`src/rtl/ccu_pkg.sv`:
```
package ccu_pkg;
  localparam int CC_W   = 2;
  localparam int MASK_W = 1 << CC_W;

  typedef logic [CC_W-1:0] cc_t;

  typedef enum logic [1:0] {
    OPC_ADD  = 2'd0,
    OPC_CMP  = 2'd1,
    OPC_LPOS = 2'd2,
    OPC_RSV  = 2'd3
  } opc_e;
endpackage

```
`src/rtl/ccu_alu.sv`:
```
module ccu_alu
  import ccu_pkg::*;
#(
  parameter int WIDTH = 32
) (
  input  opc_e             op,
  input  logic [WIDTH-1:0] a,
  input  logic [WIDTH-1:0] b,
  output logic [WIDTH-1:0] result,
  output cc_t              cc_nxt,
  output logic             cc_we
);
  localparam int MSB = WIDTH - 1;

  logic [WIDTH-1:0] sum;
  logic [WIDTH-1:0] neg_a;
  logic             add_ovf;
  logic             lpos_ovf;
  logic             a_lt_b;

  assign sum      = a + b;
  assign neg_a    = (~a) + {{(WIDTH-1){1'b0}}, 1'b1};
  assign add_ovf  = (a[MSB] == b[MSB]) && (sum[MSB] != a[MSB]);
  assign lpos_ovf = a[MSB] && neg_a[MSB];
  assign a_lt_b   = $signed(a) < $signed(b);

  always_comb begin
    result = '0;
    cc_nxt = '0;
    cc_we  = 1'b0;
    unique case (op)
      OPC_ADD: begin
        result = sum;
        cc_we  = 1'b1;
        if (add_ovf)          cc_nxt = 2'd3;
        else if (sum == '0)   cc_nxt = 2'd0;
        else if (sum[MSB])    cc_nxt = 2'd1;
        else                  cc_nxt = 2'd2;
      end
      OPC_CMP: begin
        result = a;
        cc_we  = 1'b1;
        if (a == b)           cc_nxt = 2'd0;
        else if (a_lt_b)      cc_nxt = 2'd1;
        else                  cc_nxt = 2'd2;
      end
      OPC_LPOS: begin
        result = a[MSB] ? neg_a : a;
        cc_we  = 1'b1;
        if (lpos_ovf)         cc_nxt = 2'd3;
        else if (a == '0)     cc_nxt = 2'd0;
        else                  cc_nxt = 2'd2;
      end
      default: begin
        result = '0;
        cc_we  = 1'b0;
      end
    endcase
  end
endmodule

```
`src/rtl/ccu_mask_match.sv`:
```
module ccu_mask_match
  import ccu_pkg::*;
(
  input  cc_t               cc,
  input  logic [MASK_W-1:0] mask,
  output logic              hit
);
  logic [MASK_W-1:0] sel;

  // leftmost mask bit pairs with code 0, rightmost with the highest code
  for (genvar i = 0; i < MASK_W; i++) begin : g_code
    assign sel[i] = mask[MASK_W-1-i] && (cc == CC_W'(i));
  end

  assign hit = |sel;
endmodule

```
`src/rtl/ccu_out_stage.sv`:
```
module ccu_out_stage #(
  parameter int WIDTH = 32
) (
  input  logic             clk,
  input  logic             rst,
  input  logic             in_valid,
  output logic             in_ready,
  input  logic [WIDTH-1:0] in_data,
  output logic             out_valid,
  input  logic             out_ready,
  output logic [WIDTH-1:0] out_data
);
  logic             vld_q;
  logic [WIDTH-1:0] dat_q;

  assign in_ready  = !vld_q || out_ready;
  assign out_valid = vld_q;
  assign out_data  = dat_q;

  always_ff @(posedge clk) begin
    if (rst) begin
      vld_q <= 1'b0;
      dat_q <= '0;
    end else if (in_valid && in_ready) begin
      vld_q <= 1'b1;
      dat_q <= in_data;
    end else if (out_ready) begin
      vld_q <= 1'b0;
    end
  end
endmodule

```
`src/rtl/cond_branch_unit.sv`:
```
module cond_branch_unit
  import ccu_pkg::*;
#(
  parameter int WIDTH = 32
) (
  input  logic              clk,
  input  logic              rst,
  input  logic              op_valid,
  output logic              op_ready,
  input  logic [1:0]        op_code,
  input  logic [WIDTH-1:0]  opnd_a,
  input  logic [WIDTH-1:0]  opnd_b,
  output logic              res_valid,
  input  logic              res_ready,
  output logic [WIDTH-1:0]  res_data,
  output logic [CC_W-1:0]   cc,
  input  logic              br_test,
  input  logic [MASK_W-1:0] br_mask,
  output logic              br_taken
);
  localparam logic [WIDTH-1:0] MOST_NEG = {1'b1, {(WIDTH-1){1'b0}}};

  logic             op_fire;
  logic [WIDTH-1:0] alu_res;
  cc_t              cc_nxt;
  logic             cc_we;
  cc_t              cc_q;
  logic             br_hit;
  logic             br_q;

  assign op_fire = op_valid && op_ready;

  ccu_alu #(.WIDTH(WIDTH)) u_alu (
    .op     (opc_e'(op_code)),
    .a      (opnd_a),
    .b      (opnd_b),
    .result (alu_res),
    .cc_nxt (cc_nxt),
    .cc_we  (cc_we)
  );

  ccu_out_stage #(.WIDTH(WIDTH)) u_out (
    .clk       (clk),
    .rst       (rst),
    .in_valid  (op_valid),
    .in_ready  (op_ready),
    .in_data   (alu_res),
    .out_valid (res_valid),
    .out_ready (res_ready),
    .out_data  (res_data)
  );

  // code register: written on the edge that accepts a code-setting op
  always_ff @(posedge clk) begin
    if (rst)                    cc_q <= '0;
    else if (op_fire && cc_we)  cc_q <= cc_nxt;
  end

  // branch test reads the code as stored before this edge
  ccu_mask_match u_match (
    .cc   (cc_q),
    .mask (br_mask),
    .hit  (br_hit)
  );

  always_ff @(posedge clk) begin
    if (rst) br_q <= 1'b0;
    else     br_q <= br_test && br_hit;
  end

  assign cc       = cc_q;
  assign br_taken = br_q;

  // ---------------- assertions ----------------
  p_hold_stall_r2: assert property (@(posedge clk) disable iff (rst)
    res_valid && !res_ready |=> res_valid && $stable(res_data));

  p_cmp_pass_r5: assert property (@(posedge clk) disable iff (rst)
    op_valid && op_ready && op_code == 2'd1 |=> res_valid && res_data == $past(opnd_a));

  p_lpos_nonneg_r6: assert property (@(posedge clk) disable iff (rst)
    op_valid && op_ready && op_code == 2'd2 && opnd_a != MOST_NEG |=> !res_data[WIDTH-1]);

  p_no_strobe_r7: assert property (@(posedge clk) disable iff (rst)
    !br_test |=> !br_taken);

  p_mask_zero_r8: assert property (@(posedge clk) disable iff (rst)
    br_test && br_mask == '0 |=> !br_taken);

  p_mask_full_r8: assert property (@(posedge clk) disable iff (rst)
    br_test && br_mask == '1 |=> br_taken);

  p_cc_idle_r10: assert property (@(posedge clk) disable iff (rst)
    !(op_valid && op_ready) |=> $stable(cc));

  p_cc_rsv_r10: assert property (@(posedge clk) disable iff (rst)
    op_valid && op_ready && op_code == 2'd3 |=> $stable(cc));
endmodule

```
`config.mk`:
```
export PLATFORM = sky130hd
export DESIGN_NAME = cond_branch_unit
export DESIGN_NICKNAME = d
export VERILOG_FILES = /design/src/rtl/ccu_pkg.sv /design/src/rtl/ccu_alu.sv /design/src/rtl/ccu_mask_match.sv /design/src/rtl/ccu_out_stage.sv /design/src/rtl/cond_branch_unit.sv
export SDC_FILE = /design/constraint.sdc
export NUM_CORES = 1
export LEC_CHECK = 0
export ABC_AREA = 1
export CAP_MARGIN = 20
export CORE_ASPECT_RATIO = 0.5
export CORE_UTILIZATION = 37
export DETAILED_ROUTE_END_ITERATION = 16
export DONT_BUFFER_PORTS = 1
export HOLD_SLACK_MARGIN = 0.06
export SLEW_MARGIN = 15
export SYNTH_ARGS = -nofsm -noshare
export SYNTH_HDL_FRONTEND = slang
export SYNTH_HIERARCHICAL = 1
export SYNTH_SLANG_ARGS = --single-unit
```
`constraint.sdc`:
```
create_clock -name clk -period 2.6 [get_ports clk]
set_input_delay 0.39 -clock clk [delete_from_list [all_inputs] [get_ports clk]]
set_output_delay 0.39 -clock clk [all_outputs]
set_load 0.02 [all_outputs]
```
==> summary.md, run 1 <==
| Metric | Value |
|---|---|
| Status | `finished clean` |
| Critical path type | `in -> reg` |
| Max FO, Critical Path | `5` |
| HPWL Detailed | `18300 µm` |
| Final WL | `21600 µm` |
| Setup slack after layout | `0.134 ns` |
| Leak Pwr | `3.88 nW` |
| Vias per inst | `5.14` |
| Worst-Skew Late Latency | `0.27 ns` |
| Worst endpoint data arrival time | `2.64 ns` |
| RSZ-0062 raised after global routing | `true` |
| Mean post-synth cell area | `5.48 µm²` |
| Fmax | `406 MHz` |
| Core Area | `0.0157 mm²` |
| Remaining DRCs | `0` |
| Clock Skew | `0.00423 ns` |
| Antenna diodes | `0` |
| Final hold vios | `0` |
| Setup slack, reg-to-reg | `1.04 ns` |
| I/O Pins | `112` |
| Total grt overflow | `0` |
| Post-route minimum period | `2.47 ns` |
| Fin Hold WS | `0.181 ns` |
| Initial antenna violation count | `0` |
| Iter 0 DRT Violations | `665` |
| Placed Area | `0.00693 mm²` |
| R2r startpoint | `u_out/out_valid` |
| Xor and xnor area share after synthesis | `1.44%` |
| CP Data Required Time | `2.77 ns` |
| Largest net degree at the start of global routing | `67` |
| Worst VDD drop | `0.312 mV` |
| Max transition margin | `41.1%` |
| Synth Area in Adders | `13.5%` |
| Die footprint | `0.0170 mm²` |
| Worst r2r path cells | `5` |
| Synth unique cells | `50` |
| Most frequent cells in the layout | `nand2_1, inv_1, nor2_1, buf_4, nand3_1` |
| Compound-Gate Fraction of Synth Area | `15.5%` |
| DR vias | `7233` |
| Layout fillers | `1750` |
| Simple-gate share of the synthesized area | `41.9%` |
| Worst slew pin tran | `0.883 ns` |
| Clock Pin Slew Worst Setup and Hold Paths | `0.05 ns` |
| Die height | `92.7 µm` |
| Most common cell after layout, fill and taps aside | `nand2_1` |
| Ys Warns | `6` |
| Cell Rows | `32` |
| Yosys reg bits | `36` |
| Mapped Cells | `1111` |
| Sequential area share after synthesis | `11.8%` |
| Crit path launch | `opnd_b[11]` |
| # clock sinks | `36` |
| Min-delay src | `rst` |
| Final setup viols | `0` |
| H-tree lvl count | `2` |
| Startpoint class of the critical path | `input port` |
| Worst r2r dst | `u_out/out_data[8]` |
| CP Capture Type | `flop` |
| I/O Buffers | `0` |
| First-pass GRT wire length | `34400 µm` |
| Final TNS setup | `0 ns` |
| Main combinational cell family by area after synthesis | `simple AND/OR/NAND/NOR gates` |
| Post-synthesis mux area share | `0%` |
| Root buffer cell | `clkbuf_16` |
| TritonCTS Buffers | `5` |
| Worst Setup Slack post-DPL | `-0.168 ns` |
| Core Util, Final | `45.2%` |
| Maximum Capacitance Violations | `0` |
| Layout cells sized above 1 | `12.2%` |
| Dpl cells | `1400` |
| Syn_nets | `1251` |
| CTS Hold Buffers Added | `0` |
| Overall power | `2.57 mW` |
| NumNets Final | `1326` |
| Worst Hold Class | `in -> reg` |
| GPL Wtd Cong | `0.952` |
| WL/cell | `15.3 µm` |
| Die W | `183 µm` |
| Initial Util | `38.7%` |
| Fin area | `0.00712 mm²` |
| Drt pass-1 iters | `5` |
| Max-slew violations | `0` |
| Clk buf depth | `2` |
| Final Non-Filler Cells | `1407` |
| Cell Pwr Density | `362 mW/mm²` |
| Fin crit share | `94.8%` |
| Vias in the first global route | `6573` |
| Tot GR Track Use | `25.7%` |
| Synth Cell Area | `0.00609 mm²` |
| DRT antenna net count | `0` |
| Syn-to-layout area delta | `16.8%` |
| TritonCTS clock tree | `done` |
| Worst setup path end | `cc[1]` |
## cell usage after synthesis (all sizes together)
library cell  count  share of area [%]
o22ai            11                1.3
nor3             17                1.7
o21bai            5               0.62
inv             215                 13
nor2            148                9.8
dfxtp            36                 12
nand2           301                 19
xor2              7                1.0
o211ai            5               0.62
ha               64                 13
o21ai            35                2.9
or2               3               0.31
nand3b            4               0.49
clkinv            2               0.12
o32ai             5               0.72
a21boi            2               0.25
nand4            12                1.2
buf              19                1.9
fa                1               0.33
clkbuf            8               0.49
xnor2             3               0.43
o31ai             1               0.12
a221oi            1               0.14
o221ai            3               0.43
a31oi             3               0.31
a41oi             1               0.14
a211oi            2               0.25
and3              2               0.21
and2              3               0.31
nand3            98                8.4
nor4              6               0.62
a22oi             1               0.12
nor3b             1               0.12
a21oi            81                6.7
a32o              5               0.82
## worst min-delay path by stage
stage / endpoint / slack, ns / cells past startpoint
2_1_floorplan: u_out/out_valid / 0.46 / 1
3_5_place_dp: u_out/out_valid / 0.46 / 1
6_report: u_out/out_valid / 0.18 / 1
5_1_grt: u_out/out_valid / 0.17 / 1
4_1_cts: u_out/out_valid / 0.17 / 1
3_3_place_gp: u_out/out_valid / 0.46 / 1
## metal layers
layer | global-route usage [%] | wire, µm | vias up
met5 | 0 | 0 | -
met4 | 4.65 | 242 | 0
met3 | 5.07 | 2350 | 17
met2 | 35.4 | 7840 | 283
met1 | 39.9 | 11200 | 3261
li1 | - | - | 3672
## critical path, cell delays in order
cell,delay [ns]
inv_1,0.02
ha_1,0.34
nor2_1,0.20
nand2_1,0.16
nor2_1,0.17
nand2_1,0.10
nand2_1,0.18
nand2_1,0.13
nand2_1,0.12
nand2_1,0.08
nand2_1,0.11
nand3_1,0.09
nor2_1,0.09
nand3_1,0.07
nand2_1,0.06
nand2_1,0.05
nand2_1,0.06
nand2_1,0.06
nor2_1,0.10
nor2_1,0.05
## cell type report
class,instances,area [µm²],share of cell area (%)
multi-input cells,831,4450,62.6
inverters,217,815,11.4
flip-flops and latches,36,721,10.1
repair buffers,95,713,10.0
well taps,221,277,3.89
clock buffers,5,125,1.76
clock inverters,2,12.5,0.176
## state kept, by name, indices dropped and copies added, names as in the netlist
register / cells
u_out/out_data: 32
cc: 2
br_taken: 1
u_out/out_valid: 1
## report_power, final
part	switching, mW	total [mW]	internal [mW]
Sequential	0.0924	0.692	0.600
Clock	0.210	0.557	0.347
Combinational	0.785	1.33	0.540
## logic make-up (layout without fill, tap and decap cells)
logic type / Yosys count / count (layout)
flops: 36 / 36
fa+ha+maj: 65 / 65
buf+inv: 244 / 319
simple gates: 595 / 595
compound gates: 161 / 161
xor+xnor: 10 / 10
## what timing repair did
item | in CTS | in global routing
endpoints found under the setup margin | 0 | 5
setup buffers | 0 | 0
resized for setup | 0 | 15
No activity file was read; power rests on OpenSTA's default activity.
==> inputs of run 2 (changes only) <==
--- a/config.mk
+++ b/config.mk
@@ -8,7 +8,7 @@
 export ABC_AREA = 1
 export CAP_MARGIN = 20
 export CORE_ASPECT_RATIO = 0.5
-export CORE_UTILIZATION = 37
+export CORE_UTILIZATION = 40
 export DETAILED_ROUTE_END_ITERATION = 16
 export DONT_BUFFER_PORTS = 1
 export HOLD_SLACK_MARGIN = 0.06
==> summary.md, run 2 (synthesis results as in run 1) <==
| Metric | Value |
|---|---|
| Slowest stage delay, CP | `0.36 ns` |
| Vias per inst | `5.23` |
| Final Non-Filler Cells | `1376` |
| Max FFs per register | `32` |
| Worst setup path end | `cc[1]` |
| Worst r2r dst | `u_out/out_data[14]` |
| Slowest CP cell | `ha_1` |
| Total grt overflow | `0` |
| Most frequent cells in the layout | `nand2_1, inv_1, nor2_1, nand3_1, buf_4` |
| Worst VDD drop | `0.208 mV` |
| I/O Buffers | `0` |
| Fin Hold WS | `0.183 ns` |
| Fin area | `0.00706 mm²` |
| Crit path launch | `opnd_b[24]` |
| Layout fillers | `1658` |
| CP Data Required Time | `2.77 ns` |
| Leak Pwr | `3.86 nW` |
| CTS resizes | `0` |
| Critical path type | `in -> reg` |
| Status | `finished clean` |
| DRT antenna net count | `0` |
| Antenna diodes | `0` |
| Core Area | `0.0147 mm²` |
| Max transition margin | `42.1%` |
| CP Capture Type | `flop` |
| Worst-Skew Late Latency | `0.27 ns` |
| Final setup viols | `0` |
| RSZ-0062 raised after global routing | `true` |
| Worst endpoint data arrival time | `2.57 ns` |
| Die W | `177 µm` |
| Final TNS setup | `0 ns` |
| DR vias | `7197` |
| Setup slack, reg-to-reg | `1.06 ns` |
| Post-CTS Setup Bufs | `0` |
| Tot GR Track Use | `27.1%` |
| Clock Pin Slew Worst Setup and Hold Paths | `0.06 ns` |
| Final hold vios | `0` |
| Cell mode on critical path | `nand2_1` |
| Clk buf depth | `2` |
| Initial antenna violation count | `0` |
| NumNets Final | `1317` |
| Final WL | `21600 µm` |
| Overall power | `2.58 mW` |
| Root buffer cell | `clkbuf_16` |
| GPL Wtd Cong | `0.962` |
| First-pass GRT wire length | `33200 µm` |
| Most common cell after layout, fill and taps aside | `nand2_1` |
| Worst Hold Class | `in -> reg` |
| # clock sinks | `36` |
| Placed Area | `0.00684 mm²` |
| Drt pass-1 iters | `5` |
| TritonCTS clock tree | `done` |
| Worst slew pin tran | `0.867 ns` |
| H-tree lvl count | `2` |
| Fin crit share | `92.1%` |
| CP Cell Sequence | `inv_1 -> ha_1 -> inv_1 -> a21oi_1 -> nand2_1 -> nand3_1 -> nand2_1 -> a21oi_1 -> nand3_1 -> nand2_1 -> nand3_1 -> nor2_1 -> nand3_1 -> nand2_1 -> nand2_1 -> nand2_1 -> nand2_1 -> nor2_1 -> nor2_1` |
| HPWL Detailed | `18300 µm` |
| Maximum Capacitance Violations | `0` |
| Iter 0 DRT Violations | `564` |
| I/O Pins | `112` |
| Worst r2r path cells | `5` |
| Fmax | `417 MHz` |
| Die height | `89.3 µm` |
| Remaining DRCs | `0` |
| TritonCTS Buffers | `5` |
| Max FO, Critical Path | `4` |
| Cell Pwr Density | `366 mW/mm²` |
| Initial Util | `41.5%` |
| R2r startpoint | `u_out/out_valid` |
| Cell Rows | `31` |
| Vias in the first global route | `6214` |
| Layout cells sized above 1 | `12.3%` |
| Syn-to-layout area delta | `15.9%` |
| Die footprint | `0.0158 mm²` |
| WL/cell | `15.7 µm` |
| Startpoint class of the critical path | `input port` |
| CTS Hold Buffers Added | `0` |
| Dpl cells | `1368` |
| Clock Skew | `0.00436 ns` |
| Max-slew violations | `0` |
| Largest net degree at the start of global routing | `67` |
| Post-route minimum period | `2.40 ns` |
-- run 2: cell count changes in the layout (fill, tap and decap cells not counted), sizes merged --
cell      previous run  this run
clkbuf               5         6
clkinvlp             1         0
clkinv               3         4
buf                 95        86
-- run 2: per-layer routing --
metal | track usage [%] | vias up | part of all wire, %
li1 | - | 3662 | -
met1 | 42.3 | 3234 | 50
met3 | 6.72 | 4 | 12
met5 | 0 | - | 0
met4 | 2.74 | 0 | 0.30
met2 | 37.0 | 297 | 37
-- run 2: cell type report --
| type | count | area [µm²] | area share, % |
|---|---|---|---|
| multi-input cells | 831 | 4480 | 63.5 |
| clock inverters | 2 | 10.0 | 0.142 |
| clock buffers | 6 | 139 | 1.97 |
| well taps | 198 | 248 | 3.51 |
| inverters | 217 | 815 | 11.5 |
| flip-flops and latches | 36 | 721 | 10.2 |
| repair buffers | 86 | 646 | 9.15 |
-- run 2: report_power, final --
group / internal, mW / switching (mW)
Combinational: 0.528 / 0.783
Clock: 0.377 / 0.207
Sequential: 0.600 / 0.0904
-- run 2: worst min path at each step --
stage | slack (ns) | start | cells past startpoint | endpoint
floorplan | 0.46 | rst | 1 | u_out/out_valid
global placement | 0.46 | rst | 1 | u_out/out_valid
detailed placement | 0.46 | rst | 1 | br_taken
CTS | 0.18 | rst | 1 | br_taken
global route | 0.18 | rst | 1 | u_out/out_valid
finish | 0.18 | rst | 1 | br_taken
-- run 2: worst max-delay path, delay by kind of cell --
kind                       cells  cell delay (ns)
and+or+nand+nor               14             1.14
adders and majority gates      1             0.36
AOI/OAI and AO/OA              2             0.49
buffers and inverters          2             0.16
-- run 2: metrics by stage --
| stage | setup WS (ns) | util, % |
|---|---|---|
| global placement | -0.0812 | 46.6 |
| floorplan | 0.238 | - |
| detailed placement | -0.102 | 46.6 |
| CTS | 0.183 | 47.7 |
| finish | 0.204 | 48.1 |
| global route | -0.0250 | 48.1 |
==> inputs of run 3 (changes only) <==
--- a/config.mk
+++ b/config.mk
@@ -5,7 +5,7 @@
 export SDC_FILE = /design/constraint.sdc
 export NUM_CORES = 1
 export LEC_CHECK = 0
-export ABC_AREA = 1
+export ABC_AREA = 0
 export CAP_MARGIN = 20
 export CORE_ASPECT_RATIO = 0.5
 export CORE_UTILIZATION = 40
==> summary.md, run 3 <==
| Metric | Value |
|---|---|
| Worst r2r path cells | `3` |
| Syn_nets | `941` |
| Failing checks | `setup timing` |
| Drt pass-1 iters | `5` |
| Vias per inst | `5.78` |
| Overall power | `2.71 mW` |
| # clock sinks | `36` |
| Final WL | `20000 µm` |
| Final TNS setup | `-1.91 ns` |
| Worst slew pin tran | `0.739 ns` |
| Max FFs per register | `32` |
| Vias in the first global route | `5796` |
| Cell Pwr Density | `353 mW/mm²` |
| GPL Wtd Cong | `0.939` |
| Total grt overflow | `0` |
| Final Non-Filler Cells | `1107` |
| Setup slack after layout | `-0.442 ns` |
| Die W | `172 µm` |
| WL/cell | `18.1 µm` |
| Status | `finished with violations` |
| Iter 0 DRT Violations | `558` |
| Top_reg_cell synth | `dfxtp_1` |
| Setup slack, reg-to-reg | `1.04 ns` |
| CTS Hold Buffers Added | `0` |
| CP Data Required Time | `2.77 ns` |
| Largest area contributor in the netlist | `ha_1` |
| TritonCTS clock tree | `done` |
| Hold path depth | `1` |
| Sequential area share after synthesis | `12.4%` |
| DRT antenna net count | `0` |
| Clock Pin Slew Worst Setup and Hold Paths | `0.05 ns` |
| Async SR Flop Fraction | `0%` |
| Worst r2r dst | `cc[0]` |
| Final setup viols | `10` |
| Yosys reg bits | `36` |
| Cell mode on critical path | `nand3_1` |
| Max transition margin | `50.7%` |
| Slowest CP cell | `a221o_1` |
| H-tree lvl count | `2` |
| Antenna diodes | `0` |
| Mean post-synth cell area | `7.23 µm²` |
| Area contributors post-synth | `ha_1, dfxtp_1, a21oi_1` |
| Tot GR Track Use | `25.7%` |
| Mapped Cells | `801` |
| Die footprint | `0.0150 mm²` |
| RSZ-0062 raised after global routing | `true` |
| Max-slew violations | `0` |
| Min-delay src | `rst` |
| Maximum Capacitance Violations | `0` |
| Endpoint, Worst Hold | `u_out/out_data[19]` |
| First-pass GRT wire length | `30500 µm` |
| Synth Cell Area | `0.00579 mm²` |
| Worst VDD drop | `0.219 mV` |
| Max FO, Critical Path | `5` |
| R2r startpoint | `u_out/out_valid` |
| Cell Rows | `30` |
| Slowest stage delay, CP | `0.39 ns` |
| Core Util, Final | `55.4%` |
| Fmax | `329 MHz` |
| Largest net degree at the start of global routing | `68` |
| Initial Util | `41.8%` |
| Top-area cell type share of the netlist area | `13.8%` |
| HPWL Detailed | `15300 µm` |
| CP Capture Type | `flop` |
| Worst Hold Class | `in -> reg` |
| Initial antenna violation count | `0` |
| Clk buf depth | `2` |
| I/O Pins | `112` |
| Remaining DRCs | `0` |
| Layout cells sized above 1 | `31.6%` |
| Worst endpoint data arrival time | `3.21 ns` |
| Worst-Skew Late Latency | `0.27 ns` |
| NumNets Final | `1055` |
| DR vias | `6399` |
| Most frequent cells in the layout | `buf_4, a21oi_1, inv_1, nor2_1, ha_1` |
| Die height | `87.1 µm` |
| Root buffer cell | `clkbuf_16` |
| Core Area | `0.0139 mm²` |
| Fin crit share | `117%` |
| Startpoint class of the critical path | `input port` |
| Ys Warns | `6` |
| Clock Skew | `0.00178 ns` |
| Leak Pwr | `3.26 nW` |
| Post-synth EDFFs | `0` |
| Most frequent cells after synthesis | `a21oi_1, inv_1, ha_1, nor2_1, o21ai_0` |
| Critical path type | `in -> reg` |
| Crit path launch | `opnd_a[0]` |
| Top-count cell post-synth | `a21oi_1` |
| I/O Buffers | `0` |
| Fin Hold WS | `0.170 ns` |
| Syn-to-layout area delta | `32.6%` |
| Dpl cells | `1095` |
| CP Cell Sequence | `ha_4 -> fa_2 -> nand2b_4 -> a221o_1 -> o31ai_4 -> o41ai_2 -> buf_4 -> xor2_1 -> nor3b_2 -> nand3_1 -> nor4_4 -> nand3_1 -> o311ai_1 -> o21ai_1 -> nand2b_1 -> mux2i_1` |
| Post-route minimum period | `3.04 ns` |
| Synth unique cells | `78` |
| Most common cell after layout, fill and taps aside | `buf_4` |
| TritonCTS Buffers | `5` |
| Final hold vios | `0` |
-- run 3: changes by cell type after synthesis, sizes merged, moves of 19 or more --
cell / delta
clkbuf: +19
nor2: -88
nand2: -259
inv: -143
o21ai: +25
a21bo: +32
nand3: -53
-- run 3: where the power goes --
| group | internal [mW] | switching [mW] |
|---|---|---|
| Sequential | 0.590 | 0.0703 |
| Clock | 0.347 | 0.202 |
| Combinational | 0.762 | 0.742 |
| Total | 1.70 | 1.01 |
-- run 3: area by class of cell --
class                           instances  area [µm²]
Clock buffer                            6         129
Sequential cell                        36         721
Clock inverter                          1        5.00
Tap cell                              192         240
Timing Repair Buffer                  151        1150
Fill cell                            1337        6170
Multi-Input combinational cell        648        5130
Inverter                               73         302
-- run 3: how the worst max path moves through the flow --
stage               slack [ns]    end  cells after the start
floorplan                -0.50  cc[1]                     16
global placement         -0.87  cc[1]                     16
detailed placement       -0.92  cc[1]                     16
CTS                      -0.46  cc[1]                     15
global route             -0.58  cc[1]                     16
finish                   -0.44  cc[1]                     16
-- run 3: critical path: cells and delay by family --
| family | cells | cell delay [ns] |
|---|---|---|
| adder cells (fa/ha/maj) | 2 | 0.36 |
| AO/OA/AOI/OAI | 5 | 1.14 |
| buffers and inverters | 1 | 0.16 |
| XOR/XNOR | 1 | 0.17 |
| AND/OR/NAND/NOR | 6 | 0.91 |
| multiplexers | 1 | 0.06 |
-- run 3: metrics by stage --
stage	setup WS (ns)	area, µm²
final	-0.442	7680
after global routing	-0.576	7680
after CTS	-0.455	7480
after detailed placement	-0.924	6980
after global placement	-0.870	6980
after floorplan	-0.501	5860
-- run 3: layer usage --
metal / global-route usage [%] / up-vias / wire [µm]
li1: - / 3123 / -
met1: 39.6 / 3000 / 10100
met2: 37.5 / 272 / 8150
met3: 4.36 / 4 / 1790
met4: 2.65 / 0 / 51
met5: 0 / - / 0
-- run 3: cell families after synthesis --
kind of cell / Yosys count / share of synthesized area [%]
mux: 8 / 1.60
flops: 36 / 12.4
simple gates: 248 / 22.5
fa+ha+maj: 65 / 14.2
buf+inv: 117 / 8.47
compound gates: 290 / 35.2
xor+xnor: 37 / 5.60
-- run 3: timing repair --
item,in CTS,in global routing
pin swaps,41,38
endpoints found under the setup margin,13,19
gates resized for setup,67,39
endpoints found under the hold margin,0,0
buffers inserted,4,3
